### src/rtl/seq_pkg.sv
package seq_pkg;

  localparam int OPC_W = 3;

  localparam logic [OPC_W-1:0] OPC_MOV = 3'd0;
  localparam logic [OPC_W-1:0] OPC_IN  = 3'd1;
  localparam logic [OPC_W-1:0] OPC_OUT = 3'd2;
  localparam logic [OPC_W-1:0] OPC_ADD = 3'd3;
  localparam logic [OPC_W-1:0] OPC_SUB = 3'd4;

  typedef enum logic [2:0] {
    ST_FETCH  = 3'd0,
    ST_DECODE = 3'd1,
    ST_PCSTEP = 3'd2,
    ST_LOAD   = 3'd3,
    ST_ALU    = 3'd4,
    ST_WRITE  = 3'd5
  } seqState_e;

  typedef enum logic [1:0] {
    WB_NONE = 2'd0,
    WB_ACC  = 2'd1,
    WB_REG  = 2'd2,
    WB_PORT = 2'd3
  } wbSel_e;

  typedef enum logic [1:0] {
    SRC_REG = 2'd0,
    SRC_IN  = 2'd1,
    SRC_ACC = 2'd2
  } opSrc_e;

  typedef struct packed {
    logic   instrLoad;
    logic   pcInc;
    logic   opLoad;
    opSrc_e opSrc;
    logic   aluEn;
    logic   aluSub;
    logic   accFromAlu;
    wbSel_e wbSel;
  } seqStrobe_t;

endpackage

### src/rtl/seq_ctrl.sv
module seq_ctrl
  import seq_pkg::*;
(
  input  logic             clk,
  input  logic             rst,
  input  logic [OPC_W-1:0] opcode,
  output seqStrobe_t       strobe
);

  seqState_e state, stateNext;
  logic      isArith;
  logic      isKnown;

  assign isArith = (opcode == OPC_ADD) || (opcode == OPC_SUB);
  assign isKnown = isArith || (opcode == OPC_MOV) || (opcode == OPC_IN) ||
                   (opcode == OPC_OUT);

  always_ff @(posedge clk) begin
    if (rst) state <= ST_FETCH;
    else     state <= stateNext;
  end

  always_comb begin
    unique case (state)
      ST_FETCH:  stateNext = ST_DECODE;
      ST_DECODE: stateNext = ST_PCSTEP;
      ST_PCSTEP: stateNext = ST_LOAD;
      ST_LOAD:   stateNext = isArith ? ST_ALU : ST_WRITE;
      ST_ALU:    stateNext = ST_WRITE;
      ST_WRITE:  stateNext = ST_FETCH;
      default:   stateNext = ST_FETCH;
    endcase
  end

  always_comb begin
    strobe = '0;
    strobe.opSrc = SRC_REG;
    strobe.wbSel = WB_NONE;
    case (state)
      ST_FETCH:  strobe.instrLoad = 1'b1;
      ST_PCSTEP: strobe.pcInc = 1'b1;
      ST_LOAD: begin
        strobe.opLoad = isKnown;
        if (opcode == OPC_IN)       strobe.opSrc = SRC_IN;
        else if (opcode == OPC_OUT) strobe.opSrc = SRC_ACC;
        else                        strobe.opSrc = SRC_REG;
      end
      ST_ALU: begin
        strobe.aluEn  = 1'b1;
        strobe.aluSub = (opcode == OPC_SUB);
      end
      ST_WRITE: begin
        strobe.accFromAlu = isArith;
        if (isArith || opcode == OPC_MOV) strobe.wbSel = WB_ACC;
        else if (opcode == OPC_IN)        strobe.wbSel = WB_REG;
        else if (opcode == OPC_OUT)       strobe.wbSel = WB_PORT;
        else                              strobe.wbSel = WB_NONE;
      end
      default: ;
    endcase
  end

  // fixed state order
  a_r3_fetch_to_decode: assert property (@(posedge clk) disable iff (rst)
    state == ST_FETCH |=> state == ST_DECODE);
  a_r3_decode_to_step: assert property (@(posedge clk) disable iff (rst)
    state == ST_DECODE |=> state == ST_PCSTEP);
  a_r3_step_to_load: assert property (@(posedge clk) disable iff (rst)
    state == ST_PCSTEP |=> state == ST_LOAD);
  a_r3_arith_via_alu: assert property (@(posedge clk) disable iff (rst)
    (state == ST_LOAD && isArith) |=> state == ST_ALU);
  a_r9_other_skip_alu: assert property (@(posedge clk) disable iff (rst)
    (state == ST_LOAD && !isArith) |=> state == ST_WRITE);
  a_r3_alu_to_write: assert property (@(posedge clk) disable iff (rst)
    state == ST_ALU |=> state == ST_WRITE);
  a_r3_write_to_fetch: assert property (@(posedge clk) disable iff (rst)
    state == ST_WRITE |=> state == ST_FETCH);
  // write targets only in write-back
  a_r10_wb_only_in_write: assert property (@(posedge clk) disable iff (rst)
    strobe.wbSel != WB_NONE |-> state == ST_WRITE);

endmodule

### src/rtl/seq_dpath.sv
module seq_dpath
  import seq_pkg::*;
#(
  parameter int DATA_W = 8,
  parameter int PC_W   = 8,
  parameter int OPD_W  = 5
) (
  input  logic                   clk,
  input  logic                   rst,
  input  seqStrobe_t             strobe,
  input  logic [OPC_W+OPD_W-1:0] instrWord,
  input  logic [DATA_W-1:0]      inPort,
  output logic [PC_W-1:0]        progAddr,
  output logic [OPC_W-1:0]       opcode,
  output logic [DATA_W-1:0]      outPort,
  output logic [DATA_W-1:0]      accOut
);

  localparam int IW   = OPC_W + OPD_W;
  localparam int NREG = 1 << OPD_W;

  logic [IW-1:0]     instrReg;
  logic [PC_W-1:0]   pc;
  logic [DATA_W-1:0] acc;
  logic [DATA_W-1:0] opnd;
  logic [DATA_W-1:0] aluRes;
  logic [DATA_W-1:0] outReg;
  logic [DATA_W-1:0] regFile [NREG];
  logic [OPD_W-1:0]  opAddr;
  logic [DATA_W-1:0] srcVal;
  logic [DATA_W-1:0] aluNext;
  logic [DATA_W-1:0] accWrData;

  assign opAddr   = instrReg[OPD_W-1:0];
  assign opcode   = instrReg[IW-1 -: OPC_W];
  assign progAddr = pc;
  assign outPort  = outReg;
  assign accOut   = acc;

  always_comb begin
    case (strobe.opSrc)
      SRC_IN:  srcVal = inPort;
      SRC_ACC: srcVal = acc;
      default: srcVal = regFile[opAddr];
    endcase
  end

  assign aluNext   = strobe.aluSub ? (acc - opnd) : (acc + opnd);
  assign accWrData = strobe.accFromAlu ? aluRes : opnd;

  always_ff @(posedge clk) begin
    if (rst) begin
      instrReg <= '0;
      pc       <= '0;
      acc      <= '0;
      opnd     <= '0;
      aluRes   <= '0;
      outReg   <= '0;
    end else begin
      if (strobe.instrLoad)        instrReg <= instrWord;
      if (strobe.pcInc)            pc       <= pc + PC_W'(1);
      if (strobe.opLoad)           opnd     <= srcVal;
      if (strobe.aluEn)            aluRes   <= aluNext;
      if (strobe.wbSel == WB_ACC)  acc      <= accWrData;
      if (strobe.wbSel == WB_PORT) outReg   <= opnd;
    end
  end

  for (genvar g = 0; g < NREG; g++) begin : g_reg
    always_ff @(posedge clk) begin
      if (rst) regFile[g] <= '0;
      else if (strobe.wbSel == WB_REG && opAddr == OPD_W'(g)) regFile[g] <= opnd;
    end
  end

  // program counter steps once, holds otherwise
  a_r2_pc_step: assert property (@(posedge clk) disable iff (rst)
    strobe.pcInc |=> progAddr == PC_W'($past(progAddr) + PC_W'(1)));
  a_r2_pc_hold: assert property (@(posedge clk) disable iff (rst)
    !strobe.pcInc |=> $stable(progAddr));
  // output port loads accumulator only at OUT write-back
  a_r8_out_hold: assert property (@(posedge clk) disable iff (rst)
    strobe.wbSel != WB_PORT |=> $stable(outPort));
  a_r8_out_from_acc: assert property (@(posedge clk) disable iff (rst)
    (strobe.opLoad && strobe.opSrc == SRC_ACC) |=> opnd == $past(acc));
  // accumulator untouched unless write-back targets it
  a_r9_acc_hold: assert property (@(posedge clk) disable iff (rst)
    strobe.wbSel != WB_ACC |=> $stable(accOut));

endmodule

### src/rtl/seq_core.sv
module seq_core
  import seq_pkg::*;
#(
  parameter int DATA_W = 8,
  parameter int PC_W   = 8,
  parameter int OPD_W  = 5
) (
  input  logic                   clk,
  input  logic                   rst,
  input  logic [OPC_W+OPD_W-1:0] instrWord,
  input  logic [DATA_W-1:0]      inPort,
  output logic [PC_W-1:0]        progAddr,
  output logic [DATA_W-1:0]      outPort,
  output logic [DATA_W-1:0]      accOut,
  output logic                   regLoad,
  output logic                   inStrobe,
  output logic                   aluEn,
  output logic                   aluOp,
  output logic                   accWe,
  output logic                   regWe,
  output logic                   outStrobe,
  output logic [1:0]             wbSel
);

  seqStrobe_t       strobe;
  logic [OPC_W-1:0] opcode;

  seq_ctrl u_ctrl (
    .clk    (clk),
    .rst    (rst),
    .opcode (opcode),
    .strobe (strobe)
  );

  seq_dpath #(
    .DATA_W (DATA_W),
    .PC_W   (PC_W),
    .OPD_W  (OPD_W)
  ) u_dpath (
    .clk       (clk),
    .rst       (rst),
    .strobe    (strobe),
    .instrWord (instrWord),
    .inPort    (inPort),
    .progAddr  (progAddr),
    .opcode    (opcode),
    .outPort   (outPort),
    .accOut    (accOut)
  );

  assign regLoad   = strobe.opLoad;
  assign inStrobe  = strobe.opLoad && (strobe.opSrc == SRC_IN);
  assign aluEn     = strobe.aluEn;
  assign aluOp     = strobe.aluSub;
  assign accWe     = (strobe.wbSel == WB_ACC);
  assign regWe     = (strobe.wbSel == WB_REG);
  assign outStrobe = (strobe.wbSel == WB_PORT);
  assign wbSel     = strobe.wbSel;

  // at most one write strobe per cycle
  a_r10_single_write: assert property (@(posedge clk) disable iff (rst)
    $onehot0({accWe, regWe, outStrobe}));
  // ALU enable lasts a single cycle
  a_r7_alu_single: assert property (@(posedge clk) disable iff (rst)
    aluEn |=> !aluEn);

endmodule

### config.mk
export PLATFORM = sky130hd
export DESIGN_NAME = seq_core
export DESIGN_NICKNAME = d
export VERILOG_FILES = /design/src/rtl/seq_pkg.sv /design/src/rtl/seq_ctrl.sv /design/src/rtl/seq_dpath.sv /design/src/rtl/seq_core.sv
export SDC_FILE = /design/constraint.sdc
export NUM_CORES = 1
export LEC_CHECK = 0
export BUFFER_PORTS_ARGS = -buffer_cell sky130_fd_sc_hd__buf_2
export CAP_MARGIN = 20
export CORE_MARGIN = 2
export CORE_UTILIZATION = 46
export DETAILED_ROUTE_END_ITERATION = 10
export PLACE_DENSITY = 0.73
export SETUP_SLACK_MARGIN = 0.4
export SYNTH_ARGS = -nofsm -noshare
export SYNTH_HDL_FRONTEND = slang
export SYNTH_SLANG_ARGS = --single-unit
### constraint.sdc
create_clock -name clk -period 4.2 [get_ports clk]
set_input_delay 0 -clock clk [delete_from_list [all_inputs] [get_ports clk]]
set_output_delay 0 -clock clk [all_outputs]
set_load 0.01 [all_outputs]
# --- After elaboration in Yosys (flattened, before gate mapping) ---
# Memory sizes are Yosys's and may differ from the RTL's. A register that Yosys moved wholly into a read port is not among the register bits.
# Cells that the tools add are included.
classes:
  n_addsub: 3
  n_eq_ne: 45
  n_mux: 147
  bitwise_logic: 32
  n_reduce_logical: 40
ops:
  columns: ["op", "n"]
  rows:
  - ["$mux W8", 34]
  - ["$mux W1", 101]
  - ["$eq A5 B5 Y1 const B", 16]
  - ["$eq A5 B4 Y1 const B", 8]
  - ["$logic_and A1 B1 Y1", 33]
  - ["$or A1 B1 Y1", 32]
  - ["$eq A5 B3 Y1 const B", 4]
  - ["$pmux W8 S2", 1]
  - ["$pmux W3 S5", 1]
  - ["$eq A3 B2 Y1 const B", 4]
  - ["$mux W2", 6]
  - ["$eq A5 B2 Y1 const B", 2]
  - ["$mux W5", 2]
  - ["$eq A3 B3 Y1 const B", 3]
  - ["$add A8 B1 Y8 const B", 1]
  - ["$add A8 B8 Y8", 1]
  - ["$sub A8 B8 Y8", 1]
  - ["$eq A2 B2 Y1 const B", 3]
  - ["$eq A3 B1 Y1 const B", 2]
  - ["$logic_not A3 Y1", 2]
  - ["$mux W3", 2]
  - ["$eq A5 B1 Y1 const B", 1]
  - ["$logic_not A5 Y1", 1]
  - ["$eq A2 B1 Y1 const B", 2]
  - ["$logic_or A1 B1 Y1", 4]
word_totals:
  regBits: 51
  mem_bits_rw: 256
  input_bits: 18
  out_inout_bits: 33
  elab_cells: 275
  mem_count: 1
memory_table:
  columns: ["name", "words", "width", "read_ports", "rd_ports_with_merged_regs", "write_ports", "line", "rtl"]
  rows:
  - ["u_dpath.regFile", 32, 8, 1, 1, 32, "seq_dpath.sv:28", "logic [DATA_W-1:0] regFile [NREG];"]

# --- Depth between registers and ports, before layout ---
# Gate-level depths: netlist of run 1.
logic_depth:
  depth_word: 11
  mapped_depth: 12
  ltp_nobuf: 11

# --- Hierarchy ---
# Synthesis of run 1 repeated with hierarchy kept, for this count alone.
hier_totals:
  hier_cells: 1241
  area_unflattened_um2: 14929.3
by_module_without_submodules:
  columns: ["module", "instances", "cells_per_inst", "area_each_um2", "seq_area_each_um2"]
  rows:
  - ["seq_dpath", 1, 1205, 14666.6, 8748.4]
  - ["seq_ctrl", 1, 32, 231.5, 60.1]
  - ["seq_core", 1, 4, 31.3, 0.0]

# --- Worst setup path before layout of run 1 ---
# Ideal clock, no wire load.
synth_path:
  path_type: "reg2reg"
  start: "register u_dpath.instrReg[6]"
  end: "register u_dpath.aluRes[7]"
  setup_time_ps: 128
  t_arrival_ps: 2602
  t_required_ps: 4072
  setup_slack_ps: 1470
  stages_incl_launch_ff: 12
  path_buffers: 1
  period_less_slack_ps: 2730
  path_cell_list: "dfxtp_1 buf_2 or2_4 nor4b_4 mux2i_1 ha_1 nor2b_1 o211ai_1 nand3b_1 o41ai_1 nand3b_1 o211ai_1"
synth_between:
  elab_chain_len: 3
synth_lines:
  columns: ["item", "line", "rtl"]
  rows:
  - ["from (decl)", "seq_dpath.sv:22", "logic [IW-1:0] instrReg;"]
  - ["from (signal assigned)", "seq_dpath.sv:60", "if (strobe.instrLoad) instrReg <= instrWord;"]
  - ["$eq A3 B3 Y1", "seq_ctrl.sv:50", "strobe.aluSub = (opcode == OPC_SUB);"]
  - ["$mux W2", "seq_ctrl.sv:39", "case (state)"]
  - ["net aluOp", "seq_core.sv:18", "output logic aluOp,"]
  - ["$mux W8", "seq_dpath.sv:48", "assign aluNext = strobe.aluSub ? (acc - opnd) : (acc + opnd);"]
  - ["to (signal assigned)", "seq_dpath.sv:63", "if (strobe.aluEn) aluRes <= aluNext;"]
  - ["to (decl)", "seq_dpath.sv:26", "logic [DATA_W-1:0] aluRes;"]
# The timed path passes the listed nets, and every way through them passes these cells.
# A chain may end at the register's enable or synchronous reset.

# --- Final worst setup path of run 1 ---
layout_path:
  start: "register u_dpath.instrReg[6]"
  end: "register u_dpath.aluRes[7]"
layout_between:
  elab_chain_len: 3
layout_lines:
  columns: ["item", "line"]
  rows:
  - ["$eq A3 B3 Y1", "seq_ctrl.sv:50"]
  - ["$mux W2", "seq_ctrl.sv:39"]
  - ["$mux W8", "seq_dpath.sv:48"]
# Every way passes these cells.

==> reports/qor.yml, run 1 <==
synthesis:
  ys_ff_latch: 312
  synth_nets: 1163
  synthArstFlopShare: 0
  synth-edff-count: 256
  synth_area_leaders: "edfxtp_1, and2_1, dfxtp_1, mux4_2, mux2i_1"
  synth.largest_area_cell: "edfxtp_1"
  syn_inst: 1135
  syn_area_sq_mm: 0.01491
  seq_area_frac_synth: 0.5909
  yosys_warnings: 0
  postSynthAreaPerCell_sq_um: 13.13
  ys.flop_type: "edfxtp_1"
  synth_top_area_share: 0.5157
  synth.distinct_cells: 60
worst_setup_path:
  r2r_slack_ns: 1.21
  reg2reg_to: "u_dpath.aluRes[7]"
  crit_family: "simple AND/OR/NAND/NOR gates"
  crit_type: "flop to flop"
  critPathMaxStageDelay_ns: 0.44
  required_ns: 4.63
  crit_arrival_ns: 3.42
  endpoint_kind: "flop"
  ff2ff_path_depth: 10
  cpMaxStageDelayCell: "nor4b_4"
  reg2reg_from: "u_dpath.instrReg[6]"
  critical_path.startpoint_type: "flop"
  cp_max_fo: 8
  critPathBufInv: 0
  path_cells: "or2_4, nor4b_4, mux2i_1, ha_1, nor2b_1, o211ai_1, nand3b_1, o41ai_1, nand3b_1, o211ai_1"
sta:
  worstMarginPinSlew_ns: 0.9074
  setup_viol: 0
  fin_hold_ws_ns: 0.05671
  setup_tns_ns: 0
  clock.fmax_ghz: 0.3340
  hold_viol_final: 0
  grt_setup_unrepaired: "false"
  maxSlewViolCount: 0
  skew_ns: 0.01074
  post-route-period-util: 0.7129
  fin_crit_ns: 2.994
  relSlewSlack: 0.3951
global_routing:
  antenna_found_initial: 1
  grt_overflow_total: 0
  grt_use_met1: 0.2875
  use_met3: 0.02773
  met2_usage: 0.3589
  grt_most_used_layer: "met2"
  grt_pass1_vias: 9417
  track_usage: 0.2130
  grt_max_degree: 50
  grt_pass1_wl_mm: 55.06
floorplan:
  initial_core_util: 0.4700
  die_w_um: 184.0
  die_y_um: 184.0
  rows: 65
  pin_count: 51
  coreArea_sq_mm: 0.03172
  die_area_sq_mm: 0.03387
drt:
  drt-initial-drc-count: 1054
  avgViaCountPerCell: 5.883
  dr.pass1.iters: 5
  post_drt_wl_per_cell_um: 22.12
  ant_nets: 0
  vias: 9507
  route.detailed.drc: 0
  wl_mm: 35.74
pwr:
  vdd_drop_max_mv: 0.2847
  switchingPower_mw: 1.827
  pwr_density_cell_mw_per_mm2: 429.7
  clkPwrFrac: 0.364
  comb_power_share: 0.134
  internal_power_mw: 5.311
  seqPwrFrac: 0.502
  total_power_mw: 7.138
  leakagePower_nw: 5.933
  switching_share: 0.2560
final_layout:
  nets: 1222
  drive_gt1_frac: 0.1985
  seq_area_sq_mm: 0.008816
  fill_cells: 2673
  fin_cells: 1616
  syn_to_final_growth_pct: 11.43
  multi_input_area_sq_mm: 0.005582
  n_antenna_cell: 0
  most-common-layout-cells: "edfxtp_1, and2_1, nor2_1, mux2i_1, buf_2"
  final_common_cell: "edfxtp_1"
cts:
  cts_buffer_depth: 3
  cts.clk_slew.worst_paths_ns: 0.06
  htreeDepth: 1
  post-cts-setup-buffers: 0
  cts_resized: 0
  cts_root_buf: "clkbuf_16"
  cts_tree: "built"
  clk_latency_ns: 0.56
  cts_buffers: 30
  cts.sinks: 312
worst_hold_path:
  hold_end: "u_dpath.instrReg[5]"
  whs_path_depth: 2
  min_from: "rst"
  min-delay-path-class: "input port to flop"
run:
  drv_cap: 0
place:
  gp_congestion: 0.8506
  place_inst: 1540
  numPortBuffers: 50
  hpwlAfterDp_mm: 23.57
run_status:
  run_status: "complete, no violations"
## cells in the mapped netlist (all sizes together), types with 5 or more instances
cell type	n
edfxtp	256
and2	182
nor2	84
nor3	67
mux2i	65
dfxtp	56
clkbuf	51
mux4	48
o21ai	41
nand2	38
buf	36
a22oi	24
and3	19
a21oi	17
a211oi	15
nand3	15
o22ai	14
xnor2	13
nor2b	11
a31oi	10
ha	9
nand2b	9
inv	6
a221oi	5
nand3b	5
nand4	5
xor2	5
## power groups by stage
stage | sequential [mW] | combinational, mW | clock, mW
after detailed placement | 3.65 | 0.917 | 0
after floorplan | 3.55 | 0.733 | 0
after CTS | 3.58 | 0.935 | 2.62
after global placement | 3.64 | 0.902 | 0
after global routing | 3.60 | 1.02 | 2.73
final | 3.58 | 0.955 | 2.60
## what timing repair did
action	in CTS	in global routing
hold buffers	16	0
endpoints found under the hold margin	21	0
endpoints found under the setup margin	0	0
## worst max path at each step
stage                        startpoint           endpoint  slack, ns  cells after the start
floorplan           u_dpath.instrReg[6]  u_dpath.aluRes[7]       1.47                     11
global placement    u_dpath.instrReg[6]  u_dpath.aluRes[7]       1.36                     10
detailed placement  u_dpath.instrReg[6]  u_dpath.aluRes[7]       1.25                     10
CTS                 u_dpath.instrReg[6]  u_dpath.aluRes[7]       1.24                     10
global route        u_dpath.instrReg[6]  u_dpath.aluRes[7]       0.94                     10
finish              u_dpath.instrReg[6]  u_dpath.aluRes[7]       1.21                     10
## stage by stage
stage	util	instance area (sq um)	setup slack [ns]
final	0.5237	16610	1.206
after CTS	0.5224	16570	1.238
after global routing	0.5237	16610	0.9445
after global placement	0.4881	15480	1.360
after detailed placement	0.4881	15480	1.249
after floorplan	-	14910	1.470
## sequential cells by signal, indices dropped and copies added, names as in the netlist, named ones only
signal	cells
u_dpath.opnd	8
u_dpath.outPort	8
u_ctrl.state	3
u_dpath.aluRes	8
u_dpath.instrReg	8
u_dpath.accOut	8
u_dpath.regFile	256
u_dpath.progAddr	8
## cell type report
class,instances,share of cell area
inverter,8,0.001808
clock buffer,43,0.05197
multi-input combinational,728,0.3360
sequential,312,0.5307
timing repair buffer,114,0.04534
clock inverter,9,0.003917
tap,402,0.03028
## routing by layer
| layer | wire (um) | vias to the layer above |
|---|---|---|
| met5 | 0 | - |
| met4 | 924 | 0 |
| met3 | 2312 | 65 |
| met2 | 17600 | 373 |
| met1 | 14900 | 4761 |
| li1 | - | 4308 |
## cells by family (layout without fill, tap and decap cells)
kind of cell | count (synthesis) | count (layout) | share of synthesized area
fa+ha+maj | 10 | 10 | 0.008897
xor+xnor | 18 | 18 | 0.01057
flops | 312 | 312 | 0.5909
compound gates | 134 | 134 | 0.05707
buf+inv | 95 | 174 | 0.03483
mux | 113 | 113 | 0.1167
simple gates | 453 | 453 | 0.1811
Note: power is estimated with default switching activity, not from simulation.
==> inputs of run 2 (changes only) <==
--- a/config.mk
+++ b/config.mk
@@ -5,6 +5,7 @@
 export SDC_FILE = /design/constraint.sdc
 export NUM_CORES = 1
 export LEC_CHECK = 0
+export ABC_AREA = 1
 export BUFFER_PORTS_ARGS = -buffer_cell sky130_fd_sc_hd__buf_2
 export CAP_MARGIN = 20
 export CORE_MARGIN = 2
==> constraint.sdc (replaced) <==
create_clock -name clk -period 3.1 [get_ports clk]
set_input_delay 0 -clock clk [delete_from_list [all_inputs] [get_ports clk]]
set_output_delay 0 -clock clk [all_outputs]
set_load 0.01 [all_outputs]
==> reports/qor.yml, run 2 <==
run_status:
  run_status: "complete, no violations"
synthesis:
  synth_most_common_cell: "nand2_1"
  synth_area_leaders: "edfxtp_1, nand2_1, nand3_1, dfxtp_1, nor2_1"
  synth-edff-count: 256
  ys_ff_latch: 312
  seq_area_frac_synth: 0.5927
  synth_top_area_share: 0.5173
  postSynthAreaPerCell_sq_um: 9.184
  syn_area_sq_mm: 0.01486
  synth_nets: 1646
  syn_inst: 1618
  synthArstFlopShare: 0
  yosys_warnings: 0
  synth_common_cells: "nand2_1, nor2_1, edfxtp_1"
  synth.distinct_cells: 36
  ys.flop_type: "edfxtp_1"
  synth.largest_area_cell: "edfxtp_1"
sta:
  setup_tns_ns: 0
  post-route-period-util: 0.7929
  worstMarginPinSlew_ns: 0.9105
  maxSlewViolCount: 0
  fin_crit_ns: 2.458
  clock.fmax_ghz: 0.4068
  grt_setup_unrepaired: "false"
  skew_ns: 0.005899
  relSlewSlack: 0.3921
  hold_viol_final: 0
  setup_viol: 0
floorplan:
  coreArea_sq_mm: 0.03172
  pin_count: 51
  die_area_sq_mm: 0.03376
  die_w_um: 183.7
  rows: 65
  die_y_um: 183.7
  initial_core_util: 0.4685
cts:
  cts_tree: "built"
  cts.clk_slew.worst_paths_ns: 0.06
  cts_buffer_depth: 3
  cts_buffers: 34
  cts.sinks: 312
  cts_root_buf: "clkbuf_16"
  htreeDepth: 2
  post-cts-setup-buffers: 0
  clk_latency_ns: 0.51
worst_setup_path:
  cp_max_fo: 6
  critPathBufInv: 3
  endpoint_kind: "flop"
  crit_type: "flop to flop"
  crit_arrival_ns: 2.85
  cp_common_cell: "nand2_1"
  critPathMaxStageDelay_ns: 0.38
  cpMaxStageDelayCell: "fa_2"
  crit_family: "simple AND/OR/NAND/NOR gates"
  critical_path.startpoint_type: "flop"
  required_ns: 3.49
  path_cells: "inv_1, nand2_1, nor2_2, nand3_2, inv_2, o21ai_0, fa_2, nand3_1, nand3_1, nand2_1, nand2_1, a21oi_1, nor2_1, o21ai_0, inv_1"
final_layout:
  nets: 1689
  most-common-layout-cells: "nand2_1, nor2_1, edfxtp_1, nand3_1, inv_1"
  post-route-util: 0.5287
  n_antenna_cell: 0
  final_common_cell: "nand2_1"
  largest_reg_flops: 256
  syn_to_final_growth_pct: 12.84
  drive_gt1_frac: 0.1129
  top_register: "u_dpath.regFile"
global_routing:
  grt_max_degree: 129
  track_usage: 0.2311
  met2_usage: 0.3783
  grt_pass1_wl_mm: 60.97
  grt_use_met1: 0.3180
  grt_overflow_total: 0
  grt_pass1_vias: 11130
  antenna_found_initial: 0
  use_met3: 0.03724
  grt_most_used_layer: "met2"
pwr:
  leakagePower_nw: 6.191
  vdd_drop_max_mv: 0.5367
  pwr_density_cell_mw_per_mm2: 611.5
run:
  drv_cap: 0
drt:
  dr.pass1.iters: 5
  drt-initial-drc-count: 1327
  wl_mm: 38.65
  vias: 11690
  post_drt_wl_per_cell_um: 18.54
  avgViaCountPerCell: 5.604
  ant_nets: 0
  route.detailed.drc: 0
place:
  hpwlAfterDp_mm: 23.86
  numPortBuffers: 50
  gp_congestion: 0.9279
worst_hold_path:
  min-delay-path-class: "input port to flop"
-- run 2: cell types whose count changed in the layout (fill, tap and decap cells not counted), moves of 29 or more --
cell and delta:
nor2_1 +220, nor3_1 -31, mux2i_1 -65, nor3_2 -29, inv_1 +60, nand3_1 +233, and2_1 -182, a21oi_1 +32
nand2_1 +334, mux4_2 -46
-- run 2: worst paths after layout --
| kind | start | to | slack (ns) | cells past startpoint |
|---|---|---|---|---|
| setup / recovery | u_ctrl.state[0] | u_dpath.aluRes[6] | 0.64 | 15 |
| hold / removal | instrWord[7] | u_dpath.instrReg[7] | 0.32 | 4 |
| setup reg to reg | u_ctrl.state[0] | u_dpath.aluRes[6] | 0.64 | 15 |
| hold reg to reg | u_dpath.progAddr[7] | u_dpath.progAddr[7] | 0.45 | 1 |
-- run 2: worst reg2reg max path: cells and delay by family (launching register included) --
family,cells,cell delay (ns)
compound gates,3,0.49
buf+inv,3,0.32
simple gates,8,0.80
flops,1,0.36
fa+ha+maj,1,0.38
-- run 2: per-layer routing --
metal,vias up,routed length (um)
li1,5519,-
met1,5511,15830
met2,553,18190
met3,102,3488
met4,0,1142
met5,-,0
-- run 2: per-stage QoR --
| step | cell area (sq um) | power (mW) | setup WS [ns] | instances | hold WS (ns) |
|---|---|---|---|---|---|
| global route | 16770 | 10.61 | 0.4579 | 2085 | 0.3312 |
| finish | 16770 | 10.25 | 0.6419 | 2085 | 0.3202 |
| floorplan | 14860 | 5.880 | 0.7323 | 1618 | 0.1882 |
| global placement | 15520 | 6.344 | 0.6226 | 2010 | 0.2907 |
| CTS | 16760 | 10.24 | 0.4463 | 2085 | 0.2998 |
| detailed placement | 15520 | 6.379 | 0.5302 | 2010 | 0.2913 |
-- run 2: what timing repair did --
action,in CTS,in global routing
endpoints found under the hold margin,29,0
resized for setup,0,4
hold buffers,17,0
setup endpoints to repair,0,3
-- run 2: power breakdown --
| part | switching [mW] | leakage (nW) | internal [mW] |
|---|---|---|---|
| Sequential | 0.0822 | 3.10 | 4.68 |
| Combinational | 1.14 | 2.57 | 0.444 |
| Clock | 1.58 | 0.520 | 2.32 |
-- run 2: layout make-up --
class,count,area [sq um]
Inverter,85,322.8
Fill cell,2770,14950
Tap cell,402,503.0
Clock inverter,8,61.31
Sequential cell,312,8813
Clock buffer,50,1006
Timing Repair Buffer,107,770.7
Multi-Input combinational cell,1121,5291
-- run 2: cells by family (layout without fill, tap and decap cells) --
family | Yosys count | after routing | synth area share
AND/OR/NAND/NOR | 964 | 964 | 0.2919
flip-flops | 312 | 312 | 0.5927
buffers and inverters | 185 | 250 | 0.05170
AO/OA/AOI/OAI | 138 | 138 | 0.04942
adder cells (fa/ha/maj) | 10 | 10 | 0.008925
XOR/XNOR | 9 | 9 | 0.005305
==> inputs of run 3 (changes only) <==
--- a/config.mk
+++ b/config.mk
@@ -5,13 +5,13 @@
 export SDC_FILE = /design/constraint.sdc
 export NUM_CORES = 1
 export LEC_CHECK = 0
-export ABC_AREA = 1
+export ABC_AREA = 0
 export BUFFER_PORTS_ARGS = -buffer_cell sky130_fd_sc_hd__buf_2
 export CAP_MARGIN = 20
 export CORE_MARGIN = 2
 export CORE_UTILIZATION = 46
 export DETAILED_ROUTE_END_ITERATION = 10
-export PLACE_DENSITY = 0.73
+export PLACE_DENSITY = 0.75
 export SETUP_SLACK_MARGIN = 0.4
 export SYNTH_ARGS = -nofsm -noshare
 export SYNTH_HDL_FRONTEND = slang
==> constraint.sdc (replaced) <==
create_clock -name clk -period 1.97 [get_ports clk]
set_input_delay 0 -clock clk [delete_from_list [all_inputs] [get_ports clk]]
set_output_delay 0 -clock clk [all_outputs]
set_load 0.01 [all_outputs]
==> reports/qor.yml, run 3 (synthesis results as in run 1) <==
worst_setup_path:
  required_ns: 2.41
  path_cells: "or2_4, nor4b_4, mux2i_1, ha_1, nor2b_4, o211ai_1, nand3b_1, o41ai_2, nand3b_1, o211ai_1"
  endpoint_kind: "flop"
  critical_path.startpoint_type: "flop"
  crit_arrival_ns: 3.29
  crit_type: "flop to flop"
  cpMaxStageDelayCell: "nor4b_4"
  critPathMaxStageDelay_ns: 0.36
  cp_max_fo: 2
sta:
  skew_ns: 0.01331
  fin_crit_ns: 2.856
  fin_hold_ws_ns: 0.2772
  grt_setup_unrepaired: "true"
  worstMarginPinSlew_ns: 0.7333
  clock.fmax_ghz: 0.3502
  setup_viol: 116
  post-route-period-util: 1.450
  hold_viol_final: 0
  maxSlewViolCount: 0
  relSlewSlack: 0.5112
  fin_ws_ns: -0.8857
final_layout:
  drive_gt1_frac: 0.4696
  largest_reg_flops: 256
  final_common_cell: "edfxtp_1"
  post-route-util: 0.6437
  top_register: "u_dpath.regFile"
  n_antenna_cell: 0
  nets: 1384
  fill_cells: 2037
  most-common-layout-cells: "edfxtp_1, and2_1, buf_4, and2_4, mux2i_1"
  fin_cells: 1782
  fin_area_sq_mm: 0.02042
  syn_to_final_growth_pct: 36.96
drt:
  avgViaCountPerCell: 6.117
  drt-initial-drc-count: 1158
  route.detailed.drc: 0
  vias: 10900
  wl_mm: 45.16
  dr.pass1.iters: 5
  post_drt_wl_per_cell_um: 25.34
  ant_nets: 0
place:
  gp_congestion: 0.8993
  hpwlAfterDp_mm: 25.33
  numPortBuffers: 50
  place_worst_setup_slack_ns: -0.6547
  place_area_sq_mm: 0.01674
  place_inst: 1614
floorplan:
  die_area_sq_mm: 0.03387
  rows: 65
  die_w_um: 184.0
  pin_count: 51
  die_y_um: 184.0
  coreArea_sq_mm: 0.03172
  initial_core_util: 0.4700
global_routing:
  grt_pass1_vias: 10410
  antenna_found_initial: 1
  grt_overflow_total: 0
  grt_pass1_wl_mm: 60.59
  track_usage: 0.2361
  grt_max_degree: 41
cts:
  clk_latency_ns: 0.56
  htreeDepth: 1
  cts.sinks: 312
  cts_tree: "built"
  cts.clk_slew.worst_paths_ns: 0.07
  cts_root_buf: "clkbuf_16"
  cts_buffers: 31
  cts_buffer_depth: 3
run_status:
  failed_checks: "setup timing"
  run_status: "complete, but fails checks"
pwr:
  leakagePower_nw: 7.709
  vdd_drop_max_mv: 0.6260
  pwr_density_cell_mw_per_mm2: 825.9
run:
  drv_cap: 0
worst_hold_path:
  min-delay-path-class: "input port to flop"
-- run 3: changes by cell type in the layout (fill, tap and decap cells not counted), sizes merged, moves of 19 or more --
cell,delta
nand2,-334
nand3,-253
nor2,-226
and2,+182
buf,+161
inv,-74
mux2i,+65
nor3,+59
mux4,+48
a21oi,-31
o21ai,-31
a22oi,+24
and3,+19
-- run 3: cell type report --
type                       count  area (sq um)  area share
timing repair buffer         275          2928      0.1434
inverter                       8         48.80    0.002390
sequential                   312          8822      0.4321
clock buffer                  36         794.5     0.03891
clock inverter                21         173.9    0.008518
multi-input combinational    728          7148      0.3501
tap                          402         503.0     0.02463
-- run 3: repair_timing --
action,CTS,global route
setup buffers,41,38
hold buffers,17,0
cloned,5,10
endpoints found under the hold margin,24,0
endpoints found under the setup margin,548,560
resized for setup,86,231
pin swaps,57,85
-- run 3: worst paths after layout --
check	cells after the start	to	from	slack [ns]
setup / recovery	10	u_dpath.aluRes[7]	u_dpath.instrReg[5]	-0.89
hold / removal	4	u_dpath.instrReg[6]	instrWord[6]	0.28
setup reg to reg	10	u_dpath.aluRes[7]	u_dpath.instrReg[5]	-0.89
hold reg to reg	2	u_dpath.aluRes[3]	u_dpath.aluRes[3]	0.46
-- run 3: critical path, delay by kind of cell (launching register included) --
kind / cells / cell delay, ns
AO/OA/AOI/OAI: 3 / 0.68
AND/OR/NAND/NOR: 5 / 1.18
adder cells (fa/ha/maj): 1 / 0.27
multiplexers: 1 / 0.28
flip-flops: 1 / 0.33
-- run 3: per-layer routing --
metal	vias to the layer above	share of wire	GRT usage
met2	561	0.50	0.4023
met4	0	0.046	0.08384
met3	163	0.071	0.03249
li1	4669	-	-
met1	5508	0.38	0.3101
met5	-	0	0
-- run 3: where the power goes --
part           internal, mW  leakage (nW)  switching (mW)
registers              7.36          3.10           0.187
logic                  1.62          4.14            1.92
clock network          3.26         0.472            2.52
-- run 3: per-stage QoR --
stage | power (mW) | setup TNS (ns)
2_1_floorplan | 9.268 | -3.146
4_1_cts | 16.21 | -3.607
3_3_place_gp | 10.10 | -2.564
5_1_grt | 17.30 | -16.83
3_5_place_dp | 10.18 | -2.887
6_report | 16.86 | -8.452
